File: src/rtl/drs_pkg.sv
package drs_pkg;

    typedef enum logic [2:0] {
        ST_IDLE,
        ST_CBR_CAS,
        ST_CBR_RAS,
        ST_CBR_PRE,
        ST_SR_CAS,
        ST_SR_HOLD,
        ST_SR_ON,
        ST_SR_EXIT
    } drs_state_e;

    // Row strobe is low while the row is held in refresh.
    function automatic logic st_ras_low(input drs_state_e st);
        return (st == ST_CBR_RAS) || (st == ST_SR_HOLD) || (st == ST_SR_ON);
    endfunction

    // Column strobe leads the row strobe and stays low under it.
    function automatic logic st_cas_low(input drs_state_e st);
        return (st == ST_CBR_CAS) || (st == ST_CBR_RAS) || (st == ST_SR_CAS) ||
               (st == ST_SR_HOLD) || (st == ST_SR_ON);
    endfunction

    function automatic logic st_self(input drs_state_e st);
        return (st == ST_SR_CAS) || (st == ST_SR_HOLD) || (st == ST_SR_ON) ||
               (st == ST_SR_EXIT);
    endfunction

endpackage

File: src/rtl/drs_interval_ctr.sv
module drs_interval_ctr #(
    parameter int IW = 16,
    parameter int DW = 4
) (
    input  logic          clk,
    input  logic          rst_n,
    input  logic [IW-1:0] cfg_interval,
    input  logic [DW-1:0] cfg_urgent_lim,
    input  logic          hold,
    input  logic          take,
    output logic          ref_req,
    output logic          ref_urgent,
    output logic          have_debt
);

    localparam logic [DW-1:0] DEBT_MAX = '1;

    logic [IW-1:0] cnt;
    logic [IW-1:0] last;
    logic [DW-1:0] debt;
    logic          tick;

    always_comb begin
        last = (cfg_interval == '0) ? '0 : cfg_interval - IW'(1);
        tick = !hold && (cnt >= last);
    end

    always_ff @(posedge clk or negedge rst_n) begin
        if (!rst_n) begin
            cnt  <= '0;
            debt <= '0;
        end else if (hold) begin
            cnt  <= '0;
            debt <= '0;
        end else begin
            cnt <= tick ? '0 : cnt + IW'(1);
            if (tick && !take && debt != DEBT_MAX)
                debt <= debt + DW'(1);
            else if (!tick && take)
                debt <= debt - DW'(1);
        end
    end

    assign have_debt  = (debt != '0);
    assign ref_req    = have_debt && !hold;
    assign ref_urgent = ref_req && (debt >= cfg_urgent_lim);

    // debt moves by one step at a time, or is cleared
    a_r2_debt_step: assert property (@(posedge clk) disable iff (!rst_n)
        !$stable(debt) |-> (debt == $past(debt) + DW'(1)) ||
                           (debt == $past(debt) - DW'(1)) || (debt == '0));

    // self-refresh clears the outstanding debt
    a_r10_hold_clears: assert property (@(posedge clk) disable iff (!rst_n)
        hold |=> !have_debt);

endmodule

File: src/rtl/drs_pin_fsm.sv
module drs_pin_fsm
    import drs_pkg::*;
#(
    parameter int TW    = 8,
    parameter int BW    = 8,
    parameter int T_CSR = 1,
    parameter int T_RAS = 4,
    parameter int T_RP  = 3
) (
    input  logic          clk,
    input  logic          rst_n,
    input  logic          ref_grant,
    input  logic          have_debt,
    input  logic          sr_enter,
    input  logic          sr_exit,
    input  logic [TW-1:0] cfg_sr_hold,
    input  logic [TW-1:0] cfg_sr_exit,
    input  logic [BW-1:0] cfg_burst_len,
    input  logic          cfg_burst_mode,
    output logic          take,
    output logic          hold,
    output logic          ras_n,
    output logic          cas_n,
    output logic          pins_owned,
    output logic          sr_active
);

    localparam logic [TW-1:0] L_CSR = TW'(T_CSR - 1);
    localparam logic [TW-1:0] L_RAS = TW'(T_RAS - 1);
    localparam logic [TW-1:0] L_RP  = TW'(T_RP - 1);

    drs_state_e    state, state_nxt;
    logic [TW-1:0] tmr, tmr_nxt;
    logic [BW-1:0] brem, brem_nxt;
    logic          burst, burst_nxt;

    function automatic logic [TW-1:0] ld_t(input logic [TW-1:0] v);
        return (v == '0) ? '0 : v - TW'(1);
    endfunction

    // next-state decision
    always_comb begin
        state_nxt = state;
        tmr_nxt   = (tmr == '0) ? '0 : tmr - TW'(1);
        brem_nxt  = brem;
        burst_nxt = burst;
        take      = 1'b0;
        unique case (state)
            ST_IDLE: begin
                if (sr_enter) begin
                    state_nxt = ST_SR_CAS;
                    tmr_nxt   = L_CSR;
                end else if (ref_grant && have_debt) begin
                    state_nxt = ST_CBR_CAS;
                    tmr_nxt   = L_CSR;
                    take      = 1'b1;
                end
            end
            ST_CBR_CAS: if (tmr == '0) begin
                state_nxt = ST_CBR_RAS;
                tmr_nxt   = L_RAS;
            end
            ST_CBR_RAS: if (tmr == '0) begin
                state_nxt = ST_CBR_PRE;
                tmr_nxt   = L_RP;
            end
            ST_CBR_PRE: if (tmr == '0) begin
                if (burst && brem != '0) begin
                    state_nxt = ST_CBR_CAS;
                    tmr_nxt   = L_CSR;
                    brem_nxt  = brem - BW'(1);
                end else begin
                    state_nxt = ST_IDLE;
                    burst_nxt = 1'b0;
                end
            end
            ST_SR_CAS: if (tmr == '0) begin
                state_nxt = ST_SR_HOLD;
                tmr_nxt   = ld_t(cfg_sr_hold);
            end
            ST_SR_HOLD: if (tmr == '0) begin
                state_nxt = ST_SR_ON;
            end
            ST_SR_ON: if (sr_exit) begin
                state_nxt = ST_SR_EXIT;
                tmr_nxt   = ld_t(cfg_sr_exit);
            end
            ST_SR_EXIT: if (tmr == '0) begin
                if (cfg_burst_mode) begin
                    state_nxt = ST_CBR_CAS;
                    tmr_nxt   = L_CSR;
                    burst_nxt = 1'b1;
                    brem_nxt  = (cfg_burst_len == '0) ? '0 : cfg_burst_len - BW'(1);
                end else begin
                    state_nxt = ST_IDLE;
                end
            end
            default: state_nxt = ST_IDLE;
        endcase
    end

    // state register
    always_ff @(posedge clk or negedge rst_n) begin
        if (!rst_n) begin
            state <= ST_IDLE;
            tmr   <= '0;
            brem  <= '0;
            burst <= 1'b0;
        end else begin
            state <= state_nxt;
            tmr   <= tmr_nxt;
            brem  <= brem_nxt;
            burst <= burst_nxt;
        end
    end

    // registered pin and status outputs, decoded from the next state
    always_ff @(posedge clk or negedge rst_n) begin
        if (!rst_n) begin
            ras_n      <= 1'b1;
            cas_n      <= 1'b1;
            pins_owned <= 1'b0;
            sr_active  <= 1'b0;
        end else begin
            ras_n      <= !st_ras_low(state_nxt);
            cas_n      <= !st_cas_low(state_nxt);
            pins_owned <= (state_nxt != ST_IDLE);
            sr_active  <= (state_nxt == ST_SR_ON);
        end
    end

    assign hold = burst || st_self(state);

    // row strobe only falls under an already-low column strobe
    a_r6_cas_leads_ras: assert property (@(posedge clk) disable iff (!rst_n)
        $fell(ras_n) |-> $past(!cas_n));

    a_r6_cas_held_at_ras: assert property (@(posedge clk) disable iff (!rst_n)
        $fell(ras_n) |-> !cas_n);

    // leaving self-refresh raises both strobes
    a_r8_exit_raises: assert property (@(posedge clk) disable iff (!rst_n)
        $fell(sr_active) |-> (ras_n && cas_n));

endmodule

File: src/rtl/dram_refresh_sched.sv
module dram_refresh_sched #(
    parameter int IW    = 16,
    parameter int DW    = 4,
    parameter int TW    = 8,
    parameter int BW    = 8,
    parameter int T_CSR = 1,
    parameter int T_RAS = 4,
    parameter int T_RP  = 3
) (
    input  logic          clk,
    input  logic          rst_n,
    input  logic [IW-1:0] cfg_interval,
    input  logic [DW-1:0] cfg_urgent_lim,
    input  logic [TW-1:0] cfg_sr_hold,
    input  logic [TW-1:0] cfg_sr_exit,
    input  logic [BW-1:0] cfg_burst_len,
    input  logic          cfg_burst_mode,
    input  logic          ref_grant,
    input  logic          sr_enter,
    input  logic          sr_exit,
    output logic          ref_req,
    output logic          ref_urgent,
    output logic          pins_owned,
    output logic          sr_active,
    output logic          ras_n,
    output logic          cas_n
);

    logic take;
    logic hold;
    logic have_debt;

    drs_interval_ctr #(.IW(IW), .DW(DW)) ctr_i (
        .clk            (clk),
        .rst_n          (rst_n),
        .cfg_interval   (cfg_interval),
        .cfg_urgent_lim (cfg_urgent_lim),
        .hold           (hold),
        .take           (take),
        .ref_req        (ref_req),
        .ref_urgent     (ref_urgent),
        .have_debt      (have_debt)
    );

    drs_pin_fsm #(
        .TW(TW), .BW(BW), .T_CSR(T_CSR), .T_RAS(T_RAS), .T_RP(T_RP)
    ) fsm_i (
        .clk            (clk),
        .rst_n          (rst_n),
        .ref_grant      (ref_grant),
        .have_debt      (have_debt),
        .sr_enter       (sr_enter),
        .sr_exit        (sr_exit),
        .cfg_sr_hold    (cfg_sr_hold),
        .cfg_sr_exit    (cfg_sr_exit),
        .cfg_burst_len  (cfg_burst_len),
        .cfg_burst_mode (cfg_burst_mode),
        .take           (take),
        .hold           (hold),
        .ras_n          (ras_n),
        .cas_n          (cas_n),
        .pins_owned     (pins_owned),
        .sr_active      (sr_active)
    );

    // no refresh request while the DRAM refreshes itself
    a_r10_sr_no_req: assert property (@(posedge clk) disable iff (!rst_n)
        sr_active |-> !ref_req);

    // urgency is never flagged without an outstanding request
    a_r3_urgent_has_req: assert property (@(posedge clk) disable iff (!rst_n)
        ref_urgent |-> ref_req);

endmodule

File: config.mk
export PLATFORM = sky130hd
export DESIGN_NAME = dram_refresh_sched
export DESIGN_NICKNAME = d
export VERILOG_FILES = /design/src/rtl/drs_pkg.sv /design/src/rtl/drs_interval_ctr.sv /design/src/rtl/drs_pin_fsm.sv /design/src/rtl/dram_refresh_sched.sv
export SDC_FILE = /design/constraint.sdc
export NUM_CORES = 1
export LEC_CHECK = 0
export BUFFER_PORTS_ARGS = -buffer_cell sky130_fd_sc_hd__buf_2
export CAP_MARGIN = 20
export CELL_PAD_IN_SITES_DETAIL_PLACEMENT = 1
export CELL_PAD_IN_SITES_GLOBAL_PLACEMENT = 2
export CORE_UTILIZATION = 37
export CTS_CLUSTER_SIZE = 8
export DETAILED_ROUTE_END_ITERATION = 8
export HOLD_SLACK_MARGIN = 0.12
export PLACE_DENSITY = 0.95
export SYNTH_ARGS = -nofsm -noshare
export SYNTH_HDL_FRONTEND = slang
export SYNTH_SLANG_ARGS = --single-unit
File: constraint.sdc
create_clock -name clk -period 10 [get_ports clk]
set_clock_uncertainty 0.15 [all_clocks]
set_input_delay 2 -clock clk [delete_from_list [all_inputs] [get_ports clk]]
set_output_delay 2 -clock clk [all_outputs]
set_load 0.03 [all_outputs]
==> results.sh, run 1 <==
export IMPL_layout_drive_gt1_share_pct=15.09
export IMPL_critical_path_cell_chain="buf_2 > or4_1 > or3_1 > nor2_1 > nand4_1 > and2_1 > ha_1 > nand2b_1 > a2111oi_2 > o21ai_1 > a2111oi_4 > or3_1 > ha_1 > a21o_1 > a21oi_1 > and3_1 > o21ai_1 > o311a_1"
export IMPL_cts_setup_buffers=0
export IMPL_cap_viol_max_count=0
export IMPL_rsz0062_at_grt="false"
export IMPL_placed_area_mm2=0.004070
export IMPL_min_path_cells=1
export IMPL_wirelength_um=9121
export IMPL_antenna_found_initial=0
export IMPL_seqCellArea_mm2=0.001104
export IMPL_grt_pass1_vias=3493
export IMPL_slew_headroom_pct=57.79
export IMPL_worstPathRequired_ps=10040
export IMPL_vias=3373
export IMPL_p_int_mw=0.3248
export IMPL_die_h_um=101.5
export IMPL_cts_num_sinks=44
export IMPL_p_leak_nw=1.934
export IMPL_rrSetupSlack_ps=6270
export IMPL_cts_resized=0
export IMPL_routed_wl_met3_um=243
export IMPL_ys_async_sr_fraction_pct=100.0
export IMPL_path_class="input port to flop"
export IMPL_crit_buf_inv=1
export IMPL_min_period_ps=6944
export IMPL_syn_to_final_growth_pct=14.51
export IMPL_design_area_mm2=0.004198
export IMPL_synthDominantCellAreaShare_pct=28.67
export IMPL_cp_arrival_ps=6990
export IMPL_reg2reg_depth=13
export IMPL_placed_cells=617
export IMPL_ys_seq_area_share_pct=30.10
export IMPL_ant_nets=0
export IMPL_p_seq_share_pct=46.5
export IMPL_portBuffers=55
export IMPL_synth_top_cells_by_count="nor2_1, dfrtp_1, nand2_1"
export IMPL_hp_class="flop to flop"
export IMPL_synth_area_leaders="dfrtp_1, ha_1, xnor2_1, xor2_1, nor2_1"
export IMPL_hold_viol=0
export IMPL_met1_length_um=4143
export IMPL_std_cell_rows=35
export IMPL_num_fill_cells=1179
export IMPL_finalNetCount=580
export IMPL_cts_hold_buf=0
export IMPL_rr_endpoint="ctr_i.debt[3]"
export IMPL_die_w_um=101.5
export IMPL_end_kind="flop"
export IMPL_vias_per_cell=5.388
export IMPL_synth_seq_cells=44
export IMPL_fin_ws_ps=3056
export IMPL_core_mm2=0.009415
export IMPL_drc=0
export IMPL_synth_top_area_cell="dfrtp_1"
export IMPL_setup_viol=0
export IMPL_p_comb_share_pct=23.7
export IMPL_antennaDiodeCount=0
export IMPL_htreeDepth=2
export IMPL_clkLatencyLatePin_ps=300
export IMPL_rr_startpoint="ctr_i.cnt[0]"
export IMPL_cts_buffer_depth=2
export IMPL_first_pass_iters=4
export IMPL_swShare_pct=30.06
export IMPL_drtIter0Drc=82
export IMPL_synth_area_mm2=0.003666
export IMPL_cts_buffers_inserted=5
export IMPL_gp_congestion=0.8435
export IMPL_grt_ovfl_total=0
export IMPL_wl_met2_um=4601
export IMPL_finalMaxSlewViolations=0
export IMPL_ios=56
export IMPL_syn_avg_cell_area_um2=8.294
export IMPL_fin_cells=626
export IMPL_hold_path_startpoint="fsm_i.brem[3]"
export IMPL_yosys_most_used_dff="dfrtp_1"
export IMPL_period_share_pct=69.44
export IMPL_cts_tree="built"
export IMPL_synth_cells=442
export IMPL_wl_per_cell_um=14.57
export IMPL_slowest_delay_ps=670
export IMPL_cp_start_kind="input port"
export IMPL_status="finished, final reports clean"
export IMPL_synth_edf_count=0
export IMPL_fmax_mhz=144.0
export IMPL_dr_max_layer_used="met4"
export IMPL_clk_pin_slew_worst_paths_ps=90
export IMPL_p_per_area_mw_per_mm2=110.6
export IMPL_hold_end="fsm_i.brem[3]"
export IMPL_die_area_mm2=0.01031
export IMPL_place_ws_ps=2721
export IMPL_synth_distinct_cells=49
export IMPL_crit_fanout=16
export IMPL_start_util_pct=38.94
export IMPL_yosysMostFrequentCell="nor2_1"
export IMPL_p_switching_mw=0.1396
export IMPL_multi_input_area_mm2=0.002414
export IMPL_p_clk_share_pct=29.7
export IMPL_ys_warn_count=0
export IMPL_grt_pass1_wl_um=15900
export IMPL_grt_use_total_pct=19.00
export IMPL_cp_slowest_cell="a2111oi_4"
export IMPL_synth_nets=526
export IMPL_vdd_ir_drop_max_mv=0.06950
export IMPL_grt_max_degree=45
export IMPL_finalSetupTns_ps=0
export IMPL_final_core_util_pct=44.58
export IMPL_cts_root_buf="clkbuf_8"
export IMPL_dp_hpwl_um=7428
export IMPL_path_delay_family="simple AND/OR/NAND/NOR gates"
export IMPL_tightestPinTransition_ps=630.8
kinds of logic (layout without fill, tap and decap cells):
logic type      Yosys count  in the layout  synth area share (%)
simple gates            183            183                 24.06
mux                       3              3                0.8191
xor+xnor                 52             52                 12.42
buf+inv                  39             94                 4.061
compound gates           87             87                 16.72
flops                    44             44                 30.10
fa+ha+maj                34             34                 11.81
sequential cells by signal, summed over array words and instances (netlist names):
signal and count:
ctr_i.cnt 16, ctr_i.debt 4, fsm_i.pins_owned 1, fsm_i.brem 8, fsm_i.burst 1, fsm_i.ras_n 1, fsm_i.sr_active 1, fsm_i.tmr 8
fsm_i.cas_n 1, fsm_i.state 3
worst max-delay path by stage:
stage | cells past startpoint | startpoint | to | slack, ps
global placement | 18 | cfg_interval[11] | ctr_i.debt[3] | 2980
global route | 18 | cfg_interval[9] | ctr_i.debt[3] | 2710
CTS | 18 | cfg_interval[9] | ctr_i.debt[3] | 3010
finish | 18 | cfg_interval[9] | ctr_i.debt[3] | 3060
detailed placement | 18 | cfg_interval[9] | ctr_i.debt[3] | 2720
floorplan | 17 | cfg_interval[11] | ctr_i.debt[3] | 3690
power by group through the flow:
stage	Sequential (mW)	Combinational (mW)	Clock [mW]
final	0.216	0.110	0.138
after global routing	0.219	0.126	0.148
after CTS	0.216	0.111	0.142
after detailed placement	0.219	0.111	0
after global placement	0.218	0.104	0
after floorplan	0.214	0.0742	0
cell usage in the layout, fill, tap and decap left out, types with 2 or more instances in the layout:
cell type,instances
or4_1,7
nor3_1,21
mux2i_1,3
o21a_1,2
dfstp_2,2
a2111oi_2,2
o21ai_1,3
nand2_1,42
nor2_1,52
nand3b_1,3
ha_1,33
and2_1,2
xor2_1,26
inv_1,29
clkbuf_8,5
nor4b_1,3
o22ai_1,6
a21oi_1,16
o41ai_1,2
nand3_1,17
o32ai_1,3
or2_2,5
dfrtp_1,42
o22a_1,5
a21o_1,6
and3_1,7
nor2b_1,2
buf_2,55
o221ai_1,2
o21ai_0,21
a22o_1,6
nand4_1,5
xnor2_1,26
o31ai_1,3
or3_1,5
nor4_1,7
nand2b_1,4
routing by layer:
layer / global-route usage, % / up-vias
met5: 0 / -
met4: 5.463 / 0
met3: 1.449 / 11
met2: 34.62 / 61
met1: 23.93 / 1621
li1: - / 1680
layout make-up:
| cell class | instances | area share [%] |
|---|---|---|
| repair buffers | 57 | 7.213 |
| clock inverters | 2 | 0.8346 |
| multi-input cells | 359 | 57.50 |
| clock buffers | 6 | 1.729 |
| well taps | 129 | 3.845 |
| flip-flops and latches | 44 | 26.29 |
| inverters | 29 | 2.593 |
through the flow:
stage / power (mW) / hold slack (ps)
after floorplan: 0.2885 / 317.6
after global placement: 0.3218 / 341.7
after detailed placement: 0.3307 / 348.5
after CTS: 0.4693 / 370.7
after global routing: 0.4927 / 379.0
final: 0.4644 / 366.3
No activity file was read; power rests on OpenSTA's default activity.
==> run 2, diff against run 1 <==
--- a/config.mk
+++ b/config.mk
@@ -5,15 +5,16 @@
 export SDC_FILE = /design/constraint.sdc
 export NUM_CORES = 1
 export LEC_CHECK = 0
+export ABC_AREA = 1
 export BUFFER_PORTS_ARGS = -buffer_cell sky130_fd_sc_hd__buf_2
 export CAP_MARGIN = 20
 export CELL_PAD_IN_SITES_DETAIL_PLACEMENT = 1
 export CELL_PAD_IN_SITES_GLOBAL_PLACEMENT = 2
-export CORE_UTILIZATION = 37
+export CORE_UTILIZATION = 30
 export CTS_CLUSTER_SIZE = 8
 export DETAILED_ROUTE_END_ITERATION = 8
 export HOLD_SLACK_MARGIN = 0.12
-export PLACE_DENSITY = 0.95
+export PLACE_DENSITY = 0.88
 export SYNTH_ARGS = -nofsm -noshare
 export SYNTH_HDL_FRONTEND = slang
 export SYNTH_SLANG_ARGS = --single-unit
==> constraint.sdc (replaced) <==
create_clock -name clk -period 6 [get_ports clk]
set_clock_uncertainty 0.15 [all_clocks]
set_input_delay 1.2 -clock clk [delete_from_list [all_inputs] [get_ports clk]]
set_output_delay 1.2 -clock clk [all_outputs]
set_load 0.03 [all_outputs]
==> run 2 against run 1 <==
Against the previous run:
- non-clock buffer count decreased by 1
- critical path type unchanged
- sequential cell count unchanged
- critical endpoint unchanged
- largest power group is now combinational logic
- synthesized cell count increased by 29%
==> results.sh, run 2 <==
export IMPL_period_share_pct=76.64
export IMPL_grt_ovfl_total=0
export IMPL_grt_pass1_wl_um=17690
export IMPL_ant_nets=0
export IMPL_cts_root_buf="clkbuf_16"
export IMPL_cts_buffers_inserted=5
export IMPL_dr_max_layer_used="met4"
export IMPL_end_kind="flop"
export IMPL_antenna_found_initial=0
export IMPL_cap_viol_max_count=0
export IMPL_start_util_pct=31.20
export IMPL_wirelength_um=10400
export IMPL_vias_per_cell=4.804
export IMPL_layout_drive_gt1_share_pct=18.12
export IMPL_fmax_mhz=217.5
export IMPL_synth_seq_cells=44
export IMPL_synth_area_leaders="dfrtp_1, ha_1, nand2_1, inv_1, nor2_1"
export IMPL_wl_per_cell_um=12.98
export IMPL_synth_area_mm2=0.003985
export IMPL_vias=3848
export IMPL_status="finished, final reports clean"
export IMPL_tightestPinTransition_ps=490.9
export IMPL_top_regs="ctr_i.cnt x16, fsm_i.brem x8, fsm_i.tmr x8"
export IMPL_routed_wl_met3_um=228
export IMPL_hp_class="flop to flop"
export IMPL_cts_buffer_depth=2
export IMPL_core_mm2=0.01277
export IMPL_syn_avg_cell_area_um2=7.016
export IMPL_portBuffers=55
export IMPL_setup_viol=0
export IMPL_clk_pin_slew_worst_paths_ps=60
export IMPL_top_register="ctr_i.cnt"
export IMPL_cts_tree="built"
export IMPL_ys_warn_count=0
export IMPL_die_area_mm2=0.01375
export IMPL_cts_resized=0
export IMPL_cts_hold_buf=0
export IMPL_grt_use_total_pct=16.26
export IMPL_cp_arrival_ps=4630
export IMPL_syn_to_final_growth_pct=16.39
export IMPL_synth_nets=652
export IMPL_grt_max_degree=45
export IMPL_die_w_um=117.3
export IMPL_yosys_most_used_dff="dfrtp_1"
export IMPL_htreeDepth=2
export IMPL_ios=56
export IMPL_first_pass_iters=4
export IMPL_gp_congestion=0.7795
export IMPL_ys_seq_area_share_pct=27.69
export IMPL_synth_edf_count=0
export IMPL_drtIter0Drc=105
export IMPL_reg2reg_depth=17
export IMPL_path_delay_family="simple AND/OR/NAND/NOR gates"
export IMPL_layout_commonest_cell="nand2_1"
export IMPL_cts_setup_buffers=0
export IMPL_finalMaxSlewViolations=0
export IMPL_cp_depth=25
export IMPL_synthDominantCellAreaShare_pct=26.37
export IMPL_clkLatencyLatePin_ps=290
export IMPL_wl_met2_um=5277
export IMPL_largest_reg_flops=16
export IMPL_slowest_delay_ps=310
export IMPL_hold_viol=0
export IMPL_die_h_um=117.3
export IMPL_synth_top_cells_by_count="nand2_1, inv_1, nor2_1"
export IMPL_crit_path_frequent_cell="nand2_1"
export IMPL_yosysMostFrequentCell="nand2_1"
export IMPL_met1_length_um=4785
export IMPL_crit_fanout=9
export IMPL_p_per_area_mw_per_mm2=272.3
export IMPL_final_core_util_pct=36.31
export IMPL_p_leak_nw=2.301
export IMPL_final_cell_mix="nand2_1, inv_1, nor2_1"
export IMPL_synth_cells=568
export IMPL_finalSetupTns_ps=0
export IMPL_cp_slowest_cell="ha_1"
export IMPL_slew_headroom_pct=67.05
export IMPL_min_period_ps=4598
export IMPL_grt_pass1_vias=3977
export IMPL_cp_start_kind="input port"
export IMPL_worstPathRequired_ps=6030
export IMPL_ys_async_sr_fraction_pct=100.0
export IMPL_finalNetCount=712
export IMPL_synth_top_area_cell="dfrtp_1"
export IMPL_synth_distinct_cells=44
export IMPL_std_cell_rows=41
export IMPL_path_class="input port to flop"
export IMPL_cts_num_sinks=44
export IMPL_vdd_ir_drop_max_mv=0.1070
export IMPL_rsz0062_at_grt="false"
export IMPL_crit_buf_inv=3
export IMPL_antennaDiodeCount=0
export IMPL_min_path_cells=1
export IMPL_drc=0
export IMPL_dp_hpwl_um=8580
run 2: cell count changes in the layout (fill, tap and decap cells not counted), sizes merged, moves of 7 or more:
cell   previous run  this run
nor2             52        74
nand3            17        51
inv              29        98
nand4             5        16
nand2            43       106
and3              7         0
xnor2            26         8
a21oi            16        25
or4               7         0
run 2: final cells by class:
type	instances	area, um2
inverter	98	367.9
multi-input combinational	423	2492
tap	172	215.2
fill	1648	8135
clock inverter	2	35.03
timing repair buffer	56	295.3
clock buffer	6	128.9
sequential	44	1104
run 2: per-stage QoR:
| step | instances | setup slack (ps) | power, mW | instance area (um2) | hold slack [ps] |
|---|---|---|---|---|---|
| final | 801 | 1402 | 1.263 | 4638 | 352.9 |
| after CTS | 800 | 1372 | 1.283 | 4618 | 355.3 |
| after floorplan | 568 | 1807 | 0.8050 | 3985 | 303.6 |
| after detailed placement | 792 | 1106 | 0.9588 | 4454 | 346.3 |
| after global routing | 801 | 1060 | 1.376 | 4638 | 391.7 |
| after global placement | 792 | 1368 | 0.9343 | 4454 | 330.5 |
run 2: kinds of logic after synthesis:
group	after synthesis	share of synthesized area, %
AO/OA/AOI/OAI	76	11.08
XOR/XNOR	28	6.154
adder cells (fa/ha/maj)	34	10.86
buffers and inverters	101	9.765
flip-flops	44	27.69
AND/OR/NAND/NOR	285	34.44
run 2: layer usage:
metal	GRT usage, %	vias up
met3	1.957	7
li1	-	1976
met5	0	-
met4	4.304	0
met2	30.78	46
met1	19.20	1819
run 2: worst reg2reg max path, delay by kind of cell (launching register included):
kind	cells	cell delay, ps
buffers and inverters	2	110
AOI/OAI and AO/OA	2	240
and+or+nand+nor	10	960
xor gates and xnor gates	1	190
adders and majority gates	2	630
DFF	1	450
run 2: power breakdown:
part	total [mW]	switching, mW	internal, mW
clock	0.314	0.118	0.196
combinational	0.517	0.332	0.185
sequential	0.432	0.0610	0.371
total	1.26	0.511	0.752
run 2: worst paths after layout:
check,startpoint,endpoint,slack (ps)
worst min-delay path,ctr_i.cnt[0],ctr_i.cnt[0],350
max in group asynchronous,rst_n,ctr_i.cnt[1],4530
worst max-delay path,cfg_interval[0],ctr_i.debt[3],1400
worst min register to register,ctr_i.cnt[0],ctr_i.cnt[0],350
worst max register to register,ctr_i.cnt[11],ctr_i.debt[3],3160
min in group asynchronous,rst_n,fsm_i.tmr[2],680
==> run 3, diff against run 2 <==
--- a/config.mk
+++ b/config.mk
@@ -10,11 +10,11 @@
 export CAP_MARGIN = 20
 export CELL_PAD_IN_SITES_DETAIL_PLACEMENT = 1
 export CELL_PAD_IN_SITES_GLOBAL_PLACEMENT = 2
-export CORE_UTILIZATION = 30
+export CORE_UTILIZATION = 33
 export CTS_CLUSTER_SIZE = 8
 export DETAILED_ROUTE_END_ITERATION = 8
 export HOLD_SLACK_MARGIN = 0.12
-export PLACE_DENSITY = 0.88
+export PLACE_DENSITY = 0.92
 export SYNTH_ARGS = -nofsm -noshare
 export SYNTH_HDL_FRONTEND = slang
 export SYNTH_SLANG_ARGS = --single-unit
==> constraint.sdc (replaced) <==
create_clock -name clk -period 4.3 [get_ports clk]
set_clock_uncertainty 0.15 [all_clocks]
set_input_delay 0.86 -clock clk [delete_from_list [all_inputs] [get_ports clk]]
set_output_delay 0.86 -clock clk [all_outputs]
set_load 0.03 [all_outputs]
==> run 3 against run 2 <==
Against the previous run:
- the run now ends with DRC left
- clock power rose by 81%
- register-to-register slack got worse by 1500 ps
- critical path type unchanged
- setup slack got worse by 1200 ps
- largest power group unchanged
==> results.sh, run 3 (same netlist as run 2, synthesis figures left out) <==
export IMPL_status="complete, but fails checks"
export IMPL_violations="DRC"
export IMPL_holdWs_ps=334.7
export IMPL_place_ws_ps=-243.6
export IMPL_grt_pass1_vias=4229
export IMPL_finalMaxSlewViolations=0
export IMPL_cp_start_kind="input port"
export IMPL_slew_headroom_pct=66.97
export IMPL_htreeDepth=2
export IMPL_cts_hold_buf=0
export IMPL_largest_reg_flops=16
export IMPL_final_cell_mix="nand2_1, inv_1, nor2_1"
export IMPL_tightestPinTransition_ps=492.1
export IMPL_swShare_pct=38.57
export IMPL_crit_fanout=6
export IMPL_vias=3960
export IMPL_total_power_mw=1.908
export IMPL_end_kind="flop"
export IMPL_rr_endpoint="ctr_i.debt[1]"
export IMPL_clkLatencyLatePin_ps=300
export IMPL_cts_tree="built"
export IMPL_hold_viol=0
export IMPL_drc=5
export IMPL_vias_per_cell=5.051
export IMPL_p_int_mw=1.172
export IMPL_rrSetupSlack_ps=1680
export IMPL_gp_congestion=0.7999
export IMPL_grt_use_total_pct=18.49
export IMPL_clk_pin_slew_worst_paths_ps=70
export IMPL_min_period_ps=4072
export IMPL_period_share_pct=94.69
export IMPL_fmax_mhz=245.6
export IMPL_start_util_pct=34.31
export IMPL_grt_max_degree=45
export IMPL_finalSetupTns_ps=0
export IMPL_cap_viol_max_count=0
export IMPL_design_area_mm2=0.004831
export IMPL_path_class="input port to flop"
export IMPL_reg2reg_depth=14
export IMPL_p_leak_nw=2.395
export IMPL_p_seq_share_pct=31.6
export IMPL_first_pass_iters=6
export IMPL_portBuffers=55
export IMPL_grt_pass1_wl_um=18870
export IMPL_vdd_ir_drop_max_mv=0.1735
export IMPL_rr_startpoint="ctr_i.cnt[11]"
export IMPL_cts_buffer_depth=2
export IMPL_grt_ovfl_total=0
export IMPL_core_mm2=0.01161
export IMPL_ant_nets=0
export IMPL_std_cell_rows=39
export IMPL_antennaDiodeCount=0
export IMPL_die_w_um=111.9
export IMPL_fin_ws_ps=228.4
export IMPL_ios=56
export IMPL_cts_root_buf="clkbuf_16"
export IMPL_startpoint="cfg_interval[8]"
export IMPL_wirelength_um=10860
export IMPL_placed_area_mm2=0.004448
export IMPL_worstPathRequired_ps=4360
export IMPL_drtIter0Drc=91
export IMPL_layout_drive_gt1_share_pct=21.53
export IMPL_top_register="ctr_i.cnt"
export IMPL_setup_viol=0
export IMPL_p_switching_mw=0.7357
export IMPL_p_comb_share_pct=38.7
export IMPL_cts_num_sinks=44
export IMPL_p_clk_share_pct=29.8
export IMPL_antenna_found_initial=0
export IMPL_cts_buffers_inserted=5
export IMPL_cp_arrival_ps=4140
export IMPL_syn_to_final_growth_pct=21.22
export IMPL_top_regs="ctr_i.cnt x16, fsm_i.brem x8, fsm_i.tmr x8"
export IMPL_die_h_um=111.9
export IMPL_finalNetCount=724
export IMPL_die_area_mm2=0.01252
export IMPL_wl_per_cell_um=13.85
export IMPL_p_per_area_mw_per_mm2=394.9
export IMPL_layout_commonest_cell="nand2_1"
export IMPL_hp_class="input port to asynchronous set/reset pin"
export IMPL_dp_hpwl_um=8689
run 3: power groups by stage:
| stage | combinational [mW] | clock, mW | sequential (mW) |
|---|---|---|---|
| final | 0.738 | 0.568 | 0.602 |
| after global routing | 0.842 | 0.590 | 0.615 |
| after CTS | 0.739 | 0.578 | 0.603 |
| after detailed placement | 0.733 | 0 | 0.608 |
| after global placement | 0.700 | 0 | 0.603 |
| after floorplan | 0.504 | 0 | 0.619 |
run 3: worst max-delay path, stage by stage:
cell,delay [ps]
buf_2,120
nor2_2,120
inv_1,70
nor3_4,220
nand3_2,130
nor4_4,390
inv_4,80
buf_4,170
buf_4,130
nand3b_1,130
ha_4,220
nand4_1,120
a21oi_1,70
nor2_2,200
nand2_4,100
nand2_4,90
buf_4,150
inv_1,50
fa_1,430
nor2_1,110
nand2_1,60
o21ai_1,90
run 3: worst max-delay path by stage:
stage	slack, ps	cells after the start	to
4_1_cts	60	25	ctr_i.debt[3]
3_5_place_dp	-240	25	ctr_i.debt[3]
5_1_grt	-50	25	ctr_i.debt[3]
2_1_floorplan	450	23	ctr_i.debt[3]
3_3_place_gp	70	27	ctr_i.debt[3]
6_report	230	22	ctr_i.debt[1]
run 3: cell type report:
| type | count | area, um2 |
|---|---|---|
| clock buffers | 5 | 125.1 |
| clock inverters | 3 | 90.09 |
| fillers | 1492 | 6783 |
| inverters | 98 | 370.4 |
| multi-input cells | 423 | 2577 |
| flip-flops and latches | 44 | 1104 |
| well taps | 143 | 178.9 |
| repair buffers | 68 | 385.4 |
run 3: metrics by stage:
step / utilization (%) / instances
floorplan: - / 568
global placement: 38.30 / 767
detailed placement: 38.30 / 767
CTS: 40.15 / 775
global route: 41.60 / 784
finish: 41.60 / 784
run 3: layer usage:
metal	up-vias	routed length, um	share of wire (%)	GRT usage [%]
met1	1884	4753	44	20.68
met3	16	297	2.7	2.177
met5	-	0	0	0
met4	0	206	1.9	6.396
li1	2000	-	-	-
met2	60	5598	52	35.73
run 3: what timing repair did:
| item | CTS | global route |
|---|---|---|
| setup endpoints to repair | 0 | 3 |
| resized for setup | 0 | 18 |
| buffers inserted | 0 | 8 |
